==> config.mk <==
export PLATFORM = sky130hd
export DESIGN_NAME = uart_idle_rx
export DESIGN_NICKNAME = d
export VERILOG_FILES = /design/src/rtl/uart_rx_pkg.sv /design/src/rtl/uart_rx_sampler.sv /design/src/rtl/uart_idle_det.sv /design/src/rtl/uart_rx_regs.sv /design/src/rtl/uart_idle_rx.sv
export SDC_FILE = /design/constraint.sdc
export NUM_CORES = 1
export LEC_CHECK = 0
export BUFFER_PORTS_ARGS = -buffer_cell sky130_fd_sc_hd__buf_2
export CAP_MARGIN = 20
export CORE_MARGIN = 10
export CORE_UTILIZATION = 50
export CTS_CLUSTER_DIAMETER = 150
export CTS_CLUSTER_SIZE = 30
export DETAILED_ROUTE_END_ITERATION = 8
export PLACE_DENSITY = 0.83
export SETUP_SLACK_MARGIN = 0.02
export SLEW_MARGIN = 20
export SYNTH_ARGS = -nofsm -noshare
export SYNTH_HDL_FRONTEND = slang
export SYNTH_HIERARCHICAL = 1
export SYNTH_SLANG_ARGS = --single-unit
==> constraint.sdc <==
create_clock -name clk -period 1.63 [get_ports clk]
set_input_delay 0.163 -clock clk [delete_from_list [all_inputs] [get_ports clk]]
set_output_delay 0.163 -clock clk [all_outputs]
set_load 0.05 [all_outputs]
==> src/rtl/uart_rx_pkg.sv <==
package uart_rx_pkg;

    localparam int REG_W = 8;

    localparam logic [1:0] ADDR_MODE = 2'd0;
    localparam logic [1:0] ADDR_CTRL = 2'd1;
    localparam logic [1:0] ADDR_STAT = 2'd2;
    localparam logic [1:0] ADDR_DATA = 2'd3;

    typedef enum logic [1:0] {
        RX_IDLE  = 2'd0,
        RX_START = 2'd1,
        RX_DATA  = 2'd2,
        RX_STOP  = 2'd3
    } rx_state_e;

    // mode register, bits 2..0
    typedef struct packed {
        logic idle_after_stop;
        logic par_en;
        logic par_odd;
    } mode_t;

    // control register, bits 7..0 (fixed layout)
    typedef struct packed {
        logic tx_ie;
        logic txc_ie;
        logic rx_ie;
        logic idle_ie;
        logic tx_en;
        logic rx_en;
        logic wake;
        logic brk;
    } ctrl_t;

    // status register, bits 4..0
    typedef struct packed {
        logic par_err;
        logic frame_err;
        logic overrun;
        logic idle;
        logic full;
    } stat_t;

    function automatic logic majority3(input logic a, input logic b, input logic c);
        return (a & b) | (a & c) | (b & c);
    endfunction

    // xor_all: reduction xor of the whole data field including the parity bit
    function automatic logic parity_mismatch(input logic xor_all, input logic odd);
        return xor_all ^ odd;
    endfunction

endpackage

==> src/rtl/uart_rx_sampler.sv <==
module uart_rx_sampler
    import uart_rx_pkg::*;
#(
    parameter int DATA_BITS = 8,
    parameter int OSR       = 16
) (
    input  logic                 clk,
    input  logic                 rst,
    input  logic                 tick,
    input  logic                 rx_s,
    input  logic                 enable,
    output logic                 busy,
    output logic                 done,
    output logic [DATA_BITS-1:0] data,
    output logic                 stop_ok
);
    localparam int CW  = $clog2(OSR);
    localparam int BW  = (DATA_BITS > 1) ? $clog2(DATA_BITS) : 1;
    localparam int MID = OSR / 2;

    rx_state_e             state;
    logic [CW-1:0]         cnt;
    logic [BW-1:0]         bit_idx;
    logic [1:0]            samp;
    logic [DATA_BITS-1:0]  shreg;
    logic                  maj;

    assign maj  = majority3(samp[0], samp[1], rx_s);
    assign busy = (state != RX_IDLE);
    assign data = shreg;

    always_ff @(posedge clk) begin
        if (rst || !enable) begin
            state   <= RX_IDLE;
            cnt     <= '0;
            bit_idx <= '0;
            samp    <= '0;
            done    <= 1'b0;
            if (rst) begin
                shreg   <= '0;
                stop_ok <= 1'b1;
            end
        end else begin
            done <= 1'b0;
            if (tick) begin
                if (state == RX_IDLE) begin
                    if (!rx_s) begin
                        state <= RX_START;
                        cnt   <= CW'(1);
                    end
                end else begin
                    cnt <= (cnt == CW'(OSR - 1)) ? '0 : cnt + 1'b1;
                    if (cnt == CW'(MID - 1)) samp[0] <= rx_s;
                    if (cnt == CW'(MID))     samp[1] <= rx_s;
                    if (cnt == CW'(MID + 1)) begin
                        case (state)
                            RX_START: if (maj) state <= RX_IDLE;
                            RX_DATA:  shreg <= {maj, shreg[DATA_BITS-1:1]};
                            RX_STOP: begin
                                stop_ok <= maj;
                                done    <= 1'b1;
                                state   <= RX_IDLE;
                            end
                            default: ;
                        endcase
                    end
                    if (cnt == CW'(OSR - 1)) begin
                        case (state)
                            RX_START: begin
                                state   <= RX_DATA;
                                bit_idx <= '0;
                            end
                            RX_DATA: begin
                                if (bit_idx == BW'(DATA_BITS - 1)) state <= RX_STOP;
                                else bit_idx <= bit_idx + 1'b1;
                            end
                            default: ;
                        endcase
                    end
                end
            end
        end
    end
endmodule

==> src/rtl/uart_idle_det.sv <==
module uart_idle_det #(
    parameter int LIMIT = 160
) (
    input  logic clk,
    input  logic rst,
    input  logic tick,
    input  logic rx_s,
    input  logic enable,
    input  logic after_stop,
    input  logic busy,
    input  logic char_done,
    output logic hit
);
    localparam int W = $clog2(LIMIT + 1);

    logic [W-1:0] cnt;
    logic         armed;

    always_ff @(posedge clk) begin
        if (rst) begin
            cnt   <= '0;
            armed <= 1'b0;
            hit   <= 1'b0;
        end else begin
            hit <= 1'b0;
            if (char_done) armed <= 1'b1;
            if (!enable || !rx_s || (after_stop && busy)) begin
                cnt <= '0;
            end else if (tick && cnt < W'(LIMIT)) begin
                cnt <= cnt + 1'b1;
                if (cnt == W'(LIMIT - 1) && armed) begin
                    hit   <= 1'b1;
                    armed <= 1'b0;
                end
            end
        end
    end
endmodule

==> src/rtl/uart_rx_regs.sv <==
module uart_rx_regs
    import uart_rx_pkg::*;
#(
    parameter int DATA_BITS = 8
) (
    input  logic                 clk,
    input  logic                 rst,
    input  logic                 wr_en,
    input  logic                 rd_en,
    input  logic [1:0]           addr,
    input  logic [REG_W-1:0]     wdata,
    input  logic                 byte_done,
    input  logic [DATA_BITS-1:0] byte_data,
    input  logic                 stop_ok,
    input  logic                 idle_hit,
    output logic [REG_W-1:0]     rdata,
    output mode_t                mode_q,
    output ctrl_t                ctrl_q,
    output stat_t                stat_q,
    output logic                 irq
);
    logic [DATA_BITS-1:0] data_q;
    logic                 clr_armed;
    logic                 par_bad;

    assign par_bad = mode_q.par_en && parity_mismatch(^byte_data, mode_q.par_odd);

    always_ff @(posedge clk) begin
        if (rst) begin
            mode_q    <= '0;
            ctrl_q    <= '0;
            stat_q    <= '0;
            data_q    <= '0;
            clr_armed <= 1'b0;
        end else begin
            if (wr_en) begin
                case (addr)
                    ADDR_MODE: mode_q <= mode_t'(wdata[2:0]);
                    ADDR_CTRL: ctrl_q <= ctrl_t'(wdata);
                    default: ;
                endcase
            end
            if (rd_en && addr == ADDR_STAT) clr_armed <= 1'b1;
            if (rd_en && addr == ADDR_DATA && clr_armed) begin
                stat_q    <= '0;
                clr_armed <= 1'b0;
            end
            if (byte_done) begin
                if (stat_q.full) begin
                    stat_q.overrun <= 1'b1;
                end else begin
                    stat_q.full <= 1'b1;
                    data_q      <= byte_data;
                    if (!stop_ok) stat_q.frame_err <= 1'b1;
                    if (par_bad)  stat_q.par_err   <= 1'b1;
                end
            end
            if (idle_hit) stat_q.idle <= 1'b1;
        end
    end

    always_comb begin
        case (addr)
            ADDR_MODE: rdata = {5'b0, mode_q};
            ADDR_CTRL: rdata = ctrl_q;
            ADDR_STAT: rdata = {3'b0, stat_q};
            default:   rdata = REG_W'(data_q);
        endcase
    end

    assign irq = (ctrl_q.rx_ie && (stat_q.full || stat_q.overrun)) ||
                 (ctrl_q.idle_ie && stat_q.idle);
endmodule

==> src/rtl/uart_idle_rx.sv <==
module uart_idle_rx
    import uart_rx_pkg::*;
#(
    parameter int DATA_BITS = 8,
    parameter int OSR       = 16
) (
    input  logic        clk,
    input  logic        rst,
    input  logic        tick16,
    input  logic        rx,
    input  logic        wr_en,
    input  logic        rd_en,
    input  logic [1:0]  addr,
    input  logic [7:0]  wdata,
    output logic [7:0]  rdata,
    output logic        irq
);
    localparam int FRAME_BITS = DATA_BITS + 2;
    localparam int IDLE_TICKS = FRAME_BITS * OSR;

    logic                 rx_meta, rx_s;
    logic                 busy, byte_done, stop_ok, idle_hit;
    logic [DATA_BITS-1:0] byte_data;
    mode_t                mode_q;
    ctrl_t                ctrl_q;
    stat_t                stat_q;

    always_ff @(posedge clk) begin
        if (rst) begin
            rx_meta <= 1'b1;
            rx_s    <= 1'b1;
        end else begin
            rx_meta <= rx;
            rx_s    <= rx_meta;
        end
    end

    uart_rx_sampler #(.DATA_BITS(DATA_BITS), .OSR(OSR)) u_samp (
        .clk     (clk),
        .rst     (rst),
        .tick    (tick16),
        .rx_s    (rx_s),
        .enable  (ctrl_q.rx_en),
        .busy    (busy),
        .done    (byte_done),
        .data    (byte_data),
        .stop_ok (stop_ok)
    );

    uart_idle_det #(.LIMIT(IDLE_TICKS)) u_idle (
        .clk        (clk),
        .rst        (rst),
        .tick       (tick16),
        .rx_s       (rx_s),
        .enable     (ctrl_q.rx_en),
        .after_stop (mode_q.idle_after_stop),
        .busy       (busy),
        .char_done  (byte_done),
        .hit        (idle_hit)
    );

    uart_rx_regs #(.DATA_BITS(DATA_BITS)) u_regs (
        .clk       (clk),
        .rst       (rst),
        .wr_en     (wr_en),
        .rd_en     (rd_en),
        .addr      (addr),
        .wdata     (wdata),
        .byte_done (byte_done),
        .byte_data (byte_data),
        .stop_ok   (stop_ok),
        .idle_hit  (idle_hit),
        .rdata     (rdata),
        .mode_q    (mode_q),
        .ctrl_q    (ctrl_q),
        .stat_q    (stat_q),
        .irq       (irq)
    );
endmodule

* Yosys cells after proc, flatten, opt, wreduce, memory -nomap -nowiden
Index checks and enable logic that the tools add are counted.
** Word-level totals
- Bits of input ports :: 16
- Logic and storage cells :: 142
- Flip-flop bits (word level) :: 58
- Output and inout port bits :: 9
** Operators by class
- Equality and inequality tests :: 16
- Order comparisons :: 1
- Reductions and logical operators :: 39
- Mux-type cells :: 41
- Bitwise gates (word level) :: 11
- $add $sub $neg :: 3
** Operators with widths (count)
- 2-to-1 mux 8 bit :: 6
- one-hot mux 8 bit (3 select lines) :: 1
- 2-to-1 mux 1 bit :: 18
- AND reduction 5 bit :: 3
- 2-to-1 mux 2 bit :: 7
- nonzero test 2 bit :: 7
- equality test 4 bit (second input constant) :: 3
- 2-to-1 mux 4 bit :: 3
- logical AND 1 bit :: 9
- adder 8 x 1 -> 8 bit (second input constant) :: 1
- equality test 2 bit (second input constant) :: 4
- equality test 8 bit (second input constant) :: 1
- < comparator 8 bit (second input constant) :: 1
- one-hot mux 2 bit (2 select lines) :: 2
- AND reduction 2 bit :: 4
- parity 8 bit :: 1
- 2-to-1 mux 3 bit :: 2
- != test 2 bit (second input constant) :: 3
- one-hot mux 3 bit (2 select lines) :: 1
- AND reduction 3 bit :: 2
- logical OR 1 bit :: 5
- 2-to-1 mux 5 bit :: 1
- inverter 1 bit :: 5
- adder 4 x 1 -> 4 bit (second input constant) :: 1
- other kinds (13) :: 20

* Logic depth before layout (Yosys ltp)
Gate-level depths: netlist (run 1).
- Word-level depth :: 10
- Mapped depth :: 7
- Depth with buffers taken out :: 6

* Cells and area by module
The synthesis (run 1) kept the hierarchy.
** Modules (own cells, without submodules)
- uart_rx_regs :: sequential area each 500.5 µm², cells an instance 121, times used 1, area an instance 1143.6 µm²
- uart_rx_sampler :: sequential area each 510.5 µm², cells an instance 112, times used 1, area an instance 1136.1 µm²
- uart_idle_det :: sequential area each 200.2 µm², cells an instance 57, times used 1, area an instance 481.7 µm²
- uart_idle_rx :: sequential area each 40.0 µm², cells an instance 4, times used 1, area an instance 52.6 µm²

* Worst setup path before layout (run 1)
No wires, ideal clock.
- Kind :: register to register
- Start point :: register u_samp.state[0]
- End point :: register u_samp.shreg[0] (netlist: u_samp/data[0]) (enable)
- Setup time :: 0.330 ns
- Arrival :: 1.279 ns
- Path buffers :: 1
- Cell stages (with the launch flop) :: 6
- Path slack :: 0.022 ns
- Data required time :: 1.300 ns
- Period minus slack after synthesis :: 1.608 ns
- Path through :: dfxtp_1 -> inv_1 -> ha_1 -> nor2b_1 -> buf_4 -> a41o_1
** On the way
- Word-level cells in the longest chain between the ends :: 3
- Elaborated cells on any way between the ends :: 5
- Classes of those cells :: eq/ne: 2; reduce/logical: 3
** RTL lines
- start, declared :: RTL line uart_rx_sampler.sv:21 : rx_state_e state;
- start signal, assigned :: RTL line uart_rx_sampler.sv:34 : state <= RX_IDLE;
- start signal, assigned :: RTL line uart_rx_sampler.sv:48 : state <= RX_START;
- start signal, assigned :: RTL line uart_rx_sampler.sv:57 : RX_START: if (maj) state <= RX_IDLE;
- equality test 2 bit or zero test 2 bit (tied branches) :: RTL line uart_rx_sampler.sv:56, uart_rx_sampler.sv:46
- nonzero test 2 bit (no source line) or != test 2 x 1 -> 1 bit (tied branches)
- AND reduction 5 bit (no source line) *
- end signal, assigned :: RTL line uart_rx_sampler.sv:58 : RX_DATA: shreg <= {maj, shreg[DATA_BITS-1:1]};
- end, declared :: RTL line uart_rx_sampler.sv:25 : logic [DATA_BITS-1:0] shreg;
Mark *: on every way between the ends. The rest lies on a longest branch, timed or not.
A chain may end at the register's enable or synchronous reset.

* Final worst setup path (run 1)
- Start point :: register u_samp.shreg[2] (netlist: u_samp/data[2])
- End point :: register u_regs/stat_q[4] (netlist name)
** On the way
- Word-level cells in the longest chain between the ends :: 6
** RTL lines
- parity 8 bit :: RTL line uart_rx_regs.sv:26 : assign par_bad = mode_q.par_en && parity_mismatch(^byte_data, mode_q.par_odd);
- bitwise XOR 1 bit :: RTL line uart_rx_pkg.sv:51 : return xor_all ^ odd;
- logical AND 1 bit :: RTL line uart_rx_regs.sv:26
- 2-to-1 mux 1 bit :: RTL line uart_rx_regs.sv:55 : if (par_bad) stat_q.par_err <= 1'b1;
- 2-to-1 mux 2 bit :: RTL line uart_rx_regs.sv:49 : if (stat_q.full) begin
- 2-to-1 mux 3 bit :: RTL line uart_rx_regs.sv:48 : if (byte_done) begin
Every way passes these cells.

==> results of run 1 <==
[cell type report]
type / count / area (um2) / share of cell area, %
Inverter: 10 / 37.5 / 1.16
Timing Repair Buffer: 35 / 208 / 6.40
Multi-Input combinational cell: 210 / 1460 / 45.1
Sequential cell: 58 / 1250 / 38.6
Clock buffer: 12 / 155 / 4.78
Tap cell: 72 / 90.1 / 2.77
Clock inverter: 3 / 40.0 / 1.23
[through the flow]
| stage | setup WS, ns | power (uW) | hold slack, ns | util [%] |
|---|---|---|---|---|
| 5_1_grt | 0.0279 | 3070 | 0.0699 | 59.3 |
| 4_1_cts | 0.0257 | 3000 | 0.0450 | 59.2 |
| 3_3_place_gp | 0.109 | 1680 | 0.352 | 55.3 |
| 3_5_place_dp | 0.0266 | 1690 | 0.349 | 55.3 |
| 2_1_floorplan | 0.0216 | 1630 | 0.235 | - |
| 6_report | 0.0954 | 2960 | 0.0621 | 59.3 |
[how the worst max path moves through the flow]
| stage | from | endpoint | slack (ns) | depth (start not counted) |
|---|---|---|---|---|
| global placement | u_samp/state[0] | u_samp/data[6] | 0.11 | 4 |
| finish | u_samp/data[2] | u_regs/stat_q[4] | 0.1 | 4 |
| global route | u_samp/cnt[1] | u_samp/data[5] | 0.03 | 4 |
| CTS | u_regs/ctrl_q[2] | rdata[2] | 0.03 | 2 |
| floorplan | u_samp/state[0] | u_samp/data[0] | 0.02 | 5 |
| detailed placement | u_samp/state[0] | u_samp/data[6] | 0.03 | 4 |
[state kept, by name (all words and copies together), names as in the netlist]
signal            count
u_idle/armed          1
rx_meta               1
u_regs/data_q         8
u_regs/clr_armed      1
u_idle/hit            1
u_samp/cnt            4
u_regs/ctrl_q         8
u_samp/stop_ok        1
rx_s                  1
u_samp/bit_idx        3
u_samp/data           8
u_samp/state          2
u_idle/cnt            8
u_regs/mode_q         3
u_samp/samp           2
u_regs/stat_q         5
u_samp/done           1
[routing by layer]
metal,vias up,wire length [um],share of wire (%)
li1,1119,-,-
met1,1073,2570,45
met2,50,2660,47
met3,8,361,6.4
met4,0,87,1.5
met5,-,0,0
[what timing repair did]
| item | 4_1_cts | 5_1_grt |
|---|---|---|
| resized for setup | 2 | 3 |
| endpoints found under the hold margin | 1 | 0 |
| setup buffers | 0 | 0 |
| cloned | 0 | 0 |
| endpoints found under the setup margin | 6 | 12 |
| hold buffers | 1 | 0 |
[report_power, final]
part	switching (uW)	internal, uW
Combinational	87.0	78.7
Clock	526	776
Sequential	18.2	1470
Total	631	2330
[cells in the final DEF, fill, tap and decap left out, types with 6 or more instances in the layout]
cell / n
a21oi_1: 23
and2_1: 9
buf_2: 23
buf_4: 11
clkbuf_8: 11
dfxtp_1: 48
edfxtp_1: 9
ha_1: 10
inv_1: 10
mux2i_1: 14
nand2_1: 31
nand3_1: 6
nor2_1: 19
nor2b_1: 7
o21ai_0: 14
o31ai_1: 6
or4_1: 6
[cell families (layout without fill, tap and decap cells)]
group / after synthesis / count (layout) / share of synthesized area, %
muxes: 19 / 19 / 8.18
DFF: 58 / 58 / 44.5
AOI/OAI and AO/OA: 65 / 65 / 15.2
buffers and inverters: 26 / 60 / 3.82
adders and majority gates: 11 / 11 / 4.89
xor gates and xnor gates: 7 / 7 / 2.67
and+or+nand+nor: 108 / 108 / 20.8
==> impl_metrics.toml, run 1 <==
[grt]
grt_start_max_net_pins = 22
grt_pass1_vias = 2116
antenna_found_initial = 0
use_met3_pct = 4.71
grt_pass1_wl_um = 9600
grt_util_all_layers_pct = 13.3
globalRouteMet2Util_pct = 22.0
busiest_layer = "met2"
use_met1_pct = 15.2
overflow = 0

[worst_setup_path]
arrival_ns = 1.76
crit_fanout = 3
critical-path-top-delay-family = "XOR/XNOR gates"
crit_buf_inv = 0
reg2reg_from = "u_samp/data[2]"
worst_setup_path_start_kind = "flop"
crit_required_ns = 1.85
r2r.worst_path.cells = 4
end_kind = "flop"
worst_r2r_endpoint = "u_regs/stat_q[4]"
regToRegSetupSlack_ns = 0.1
cp_cell_sequence = "xnor2_1 -> xnor3_1 -> xnor2_1 -> a32o_2"
critPathKind = "reg -> reg"
max_stage_delay_ns = 0.43
cp_slowest_cell = "edfxtp_1"
path_common_cell = "xnor2_1"

[flow_run]
drv_cap = 0

[placed_design]
placed_cells = 384
io_buffers = 24
hpwl_um = 4140
finalWeightedCongestion = 0.805
dpl_cell_area_um2 = 3030

[yosys]
synth_edf_count = 9
synth.area.top_cells = "dfxtp_1 35%, edfxtp_1 9.6%, mux2i_1 5.0%, ha_1 4.9%, nand2_1 4.1%"
syn_inst = 294
yosys_most_used_dff = "dfxtp_1"
yosys_warnings = 6
syn_nets = 321
yosysUniqueCellTypes = 52
synth_async_sr_flop_share_pct = 0
yosysMostFrequentCell = "dfxtp_1"
syn_area_um2 = 2810
synth_top_area_cell = "dfxtp_1"
synthTopCellsByCount = "49 x dfxtp_1, 31 x nand2_1, 23 x a21oi_1"
postSynthRegisterBits = 58
syn_area_per_cell_um2 = 9.57
yosysSeqAreaShare_pct = 44.5
synth.top_cell.area_share_pct = 34.9

[drt]
via_per_inst = 5.63
drt_iter0_drc = 101
drc = 0
drtAntennaViolNets = 0
vias = 2250
drt_first_pass_iters = 4
wl_per_cell_um = 14.2
routed_wirelength_um = 5680

[cells_and_area]
final_nets = 351
final_cells = 400
drive_gt1_share_pct = 19.5
final.fill_count = 482
antenna_cells = 0
area.growth.synth_to_final_pct = 15.4
fin_area_um2 = 3250

[sta]
maxSlewViolCount = 0
rsz0062_at_grt = "false"
setup_viol = 0
tns_ns = 0
max_freq_mhz = 652
min_period_ns = 1.53
maxSlewHeadroom_pct = 67.0
hold_viol = 0
fin_crit_sh_pct = 94.1
tightest_slew_ns = 0.494
fin_worst_skew_ns = 0.0119

[die]
dieHeight_um = 95.0
die_x_um = 95.0
io-pin-count = 25
core_area_um2 = 5470
die-area_um2 = 9030
initial_core_util_pct = 51.4
num_rows = 27

[clock_network]
cts_buffers = 9
clockBufferDepth = 2
tritoncts = "built"
h-tree-depth = 3
clock-root-buffer = "clkbuf_8"
clkSinkCount = 58
clkSlewWorstSetupHoldPaths_ns = 0.07
clk_latency_ns = 0.33

[min_path]
hold-path-cell-count = 2
hold_start = "rd_en"
whs_endpoint = "u_regs/clr_armed"
hold_path_class = "in -> reg"

[run_status]
status = "finished, final reports clean"

[power_and_ir_drop]
leakagePower_uw = 0.00127
power_density_nw_per_um2 = 912
peakVddDrop_mv = 0.591
Note: power is estimated with default switching activity, not from simulation.
==> inputs of run 2 (changes only) <==
--- a/config.mk
+++ b/config.mk
@@ -5,11 +5,11 @@
 export SDC_FILE = /design/constraint.sdc
 export NUM_CORES = 1
 export LEC_CHECK = 0
-export BUFFER_PORTS_ARGS = -buffer_cell sky130_fd_sc_hd__buf_2
+export BUFFER_PORTS_ARGS = -buffer_cell sky130_fd_sc_hd__buf_4
 export CAP_MARGIN = 20
 export CORE_MARGIN = 10
 export CORE_UTILIZATION = 50
-export CTS_CLUSTER_DIAMETER = 150
+export CTS_CLUSTER_DIAMETER = 30
 export CTS_CLUSTER_SIZE = 30
 export DETAILED_ROUTE_END_ITERATION = 8
 export PLACE_DENSITY = 0.83
==> run 2 against run 1 <==
Compared with the run above: global-route usage up 0.092 points; combinational power up 7%; wire length up 3.1%; critical path depth unchanged; die area unchanged; worst hold slack worse by 0.017 ns; utilization up 1.1 points; final cell count unchanged; critical path type unchanged; sequential share of layout area down 0.69 points; count of clock-buffer cells in the layout down 1.
==> impl_metrics.toml, run 2 (same netlist as run 1, synthesis figures left out) <==
[die]
core_area_um2 = 5470
dieHeight_um = 95.0
initial_core_util_pct = 51.4
die_x_um = 95.0
die-area_um2 = 9030
num_rows = 27
io-pin-count = 25

[grt]
antenna_found_initial = 0
grt_pass1_vias = 2090
overflow = 0
grt_pass1_wl_um = 9530
grt_util_all_layers_pct = 13.4
grt_start_max_net_pins = 36

[drt]
drtAntennaViolNets = 0
vias = 2207
drc = 0
routed_wirelength_um = 5860
drt_iter0_drc = 123
wl_per_cell_um = 14.7
via_per_inst = 5.52
drt_first_pass_iters = 4

[cells_and_area]
final_util_pct = 60.4
antenna_cells = 0
register_area_um2 = 1250
final.fill_count = 461
multi_input_area_um2 = 1460
final_common_cell = "dfxtp_1"
final_cell_mix = "48 x dfxtp_1, 33 x buf_4, 31 x nand2_1, 23 x a21oi_1, 19 x nor2_1"
final_nets = 350
area.growth.synth_to_final_pct = 17.5
drive_gt1_share_pct = 19.5

[worst_setup_path]
cp_slowest_cell = "edfxtp_1"
worst_setup_path_start_kind = "flop"
regToRegSetupSlack_ns = 0.03
path_common_cell = "xnor2_1"
crit_fanout = 3
max_stage_delay_ns = 0.42
crit_start = "u_samp/data[2]"
critPathKind = "reg -> reg"
reg2reg_from = "u_samp/data[2]"
arrival_ns = 1.83
crit_required_ns = 1.86
cp_cell_sequence = "xnor2_1 -> xnor3_1 -> xnor2_1 -> a32o_2"
end_kind = "flop"

[sta]
min_period_ns = 1.60
tns_ns = 0
hold_viol = 0
fin_worst_skew_ns = 0.0128
setup_viol = 0
fin_crit_sh_pct = 98.1
tightest_slew_ns = 0.498
maxSlewViolCount = 0
max_freq_mhz = 626
rsz0062_at_grt = "true"
maxSlewHeadroom_pct = 66.8

[clock_network]
clockBufferDepth = 2
clock-root-buffer = "clkbuf_8"
post_cts_buffers = 0
clkSinkCount = 58
h-tree-depth = 3
clkSlewWorstSetupHoldPaths_ns = 0.06
tritoncts = "built"
clk_latency_ns = 0.34
cts_buffers = 9

[power_and_ir_drop]
switching_share_pct = 22.1
leakagePower_uw = 0.00129
p_seq_share_pct = 49.4
peakVddDrop_mv = 0.541
internal-power_uw = 2350
power_density_nw_per_um2 = 914
p_sw_uw = 667
p_comb_share_pct = 5.9
clockPowerShare_pct = 44.7

[flow_run]
drv_cap = 0

[min_path]
hold_path_class = "in -> reg"
hold_start = "rd_en"

[run_status]
status = "finished, final reports clean"

[placed_design]
io_buffers = 24
hpwl_um = 4160
finalWeightedCongestion = 0.859
-- run 2: cell types whose count changed in the layout (fill, tap and decap cells not counted), sizes merged --
cell,change
buf,-1
clkbuf,-1
clkinv,+1
inv,+1
-- run 2: cell type report --
class / count / share of cell area, %
Clock inverter: 5 / 1.55
Timing Repair Buffer: 34 / 7.80
Tap cell: 72 / 2.73
Sequential cell: 58 / 37.9
Inverter: 10 / 1.14
Clock buffer: 11 / 4.62
Multi-Input combinational cell: 210 / 44.3
-- run 2: power by group through the flow --
stage	Sequential, uW	Combinational (uW)	Clock, uW
after detailed placement	1520	173	0
after CTS	1490	175	1390
final	1490	177	1350
after global routing	1490	191	1480
after floorplan	1520	113	0
after global placement	1520	169	0
-- run 2: layer usage --
layer	global-route usage (%)	share of wire [%]	vias up
met5	0	0	-
met4	5.74	0.56	0
met3	6.28	6.3	4
met2	21.4	47	46
met1	15.1	46	1042
li1	-	-	1115
-- run 2: path summary, 6_finish.rpt --
kind,endpoint,cells after the start
setup / recovery,u_regs/stat_q[4],4
hold / removal,u_regs/clr_armed,2
setup reg to reg,u_regs/stat_q[4],4
hold reg to reg,rx_s,1
-- run 2: worst max-delay path, delay by kind of cell (launching register included) --
family,cells,cell delay (ns)
xor+xnor,3,0.83
flops,1,0.42
compound gates,1,0.25
-- run 2: timing repair --
| item | 4_1_cts | 5_1_grt |
|---|---|---|
| endpoints found under the setup margin | 1 | 20 |
| pin swaps | 1 | 0 |
| hold endpoints to repair | 0 | 1 |
| hold buffers | 0 | 1 |
| resized for setup | 0 | 4 |
-- run 2: through the flow --
stage	std cells	setup slack [ns]	hold slack [ns]	instance area, um2	total power [uW]
5_1_grt	400	0.0152	0.0441	3310	3160
2_1_floorplan	294	0.0216	0.235	2810	1630
4_1_cts	399	0.0276	0.000369	3290	3060
3_3_place_gp	383	0.113	0.353	3080	1690
3_5_place_dp	383	0.0157	0.360	3080	1700
6_report	400	0.0313	0.0450	3310	3020
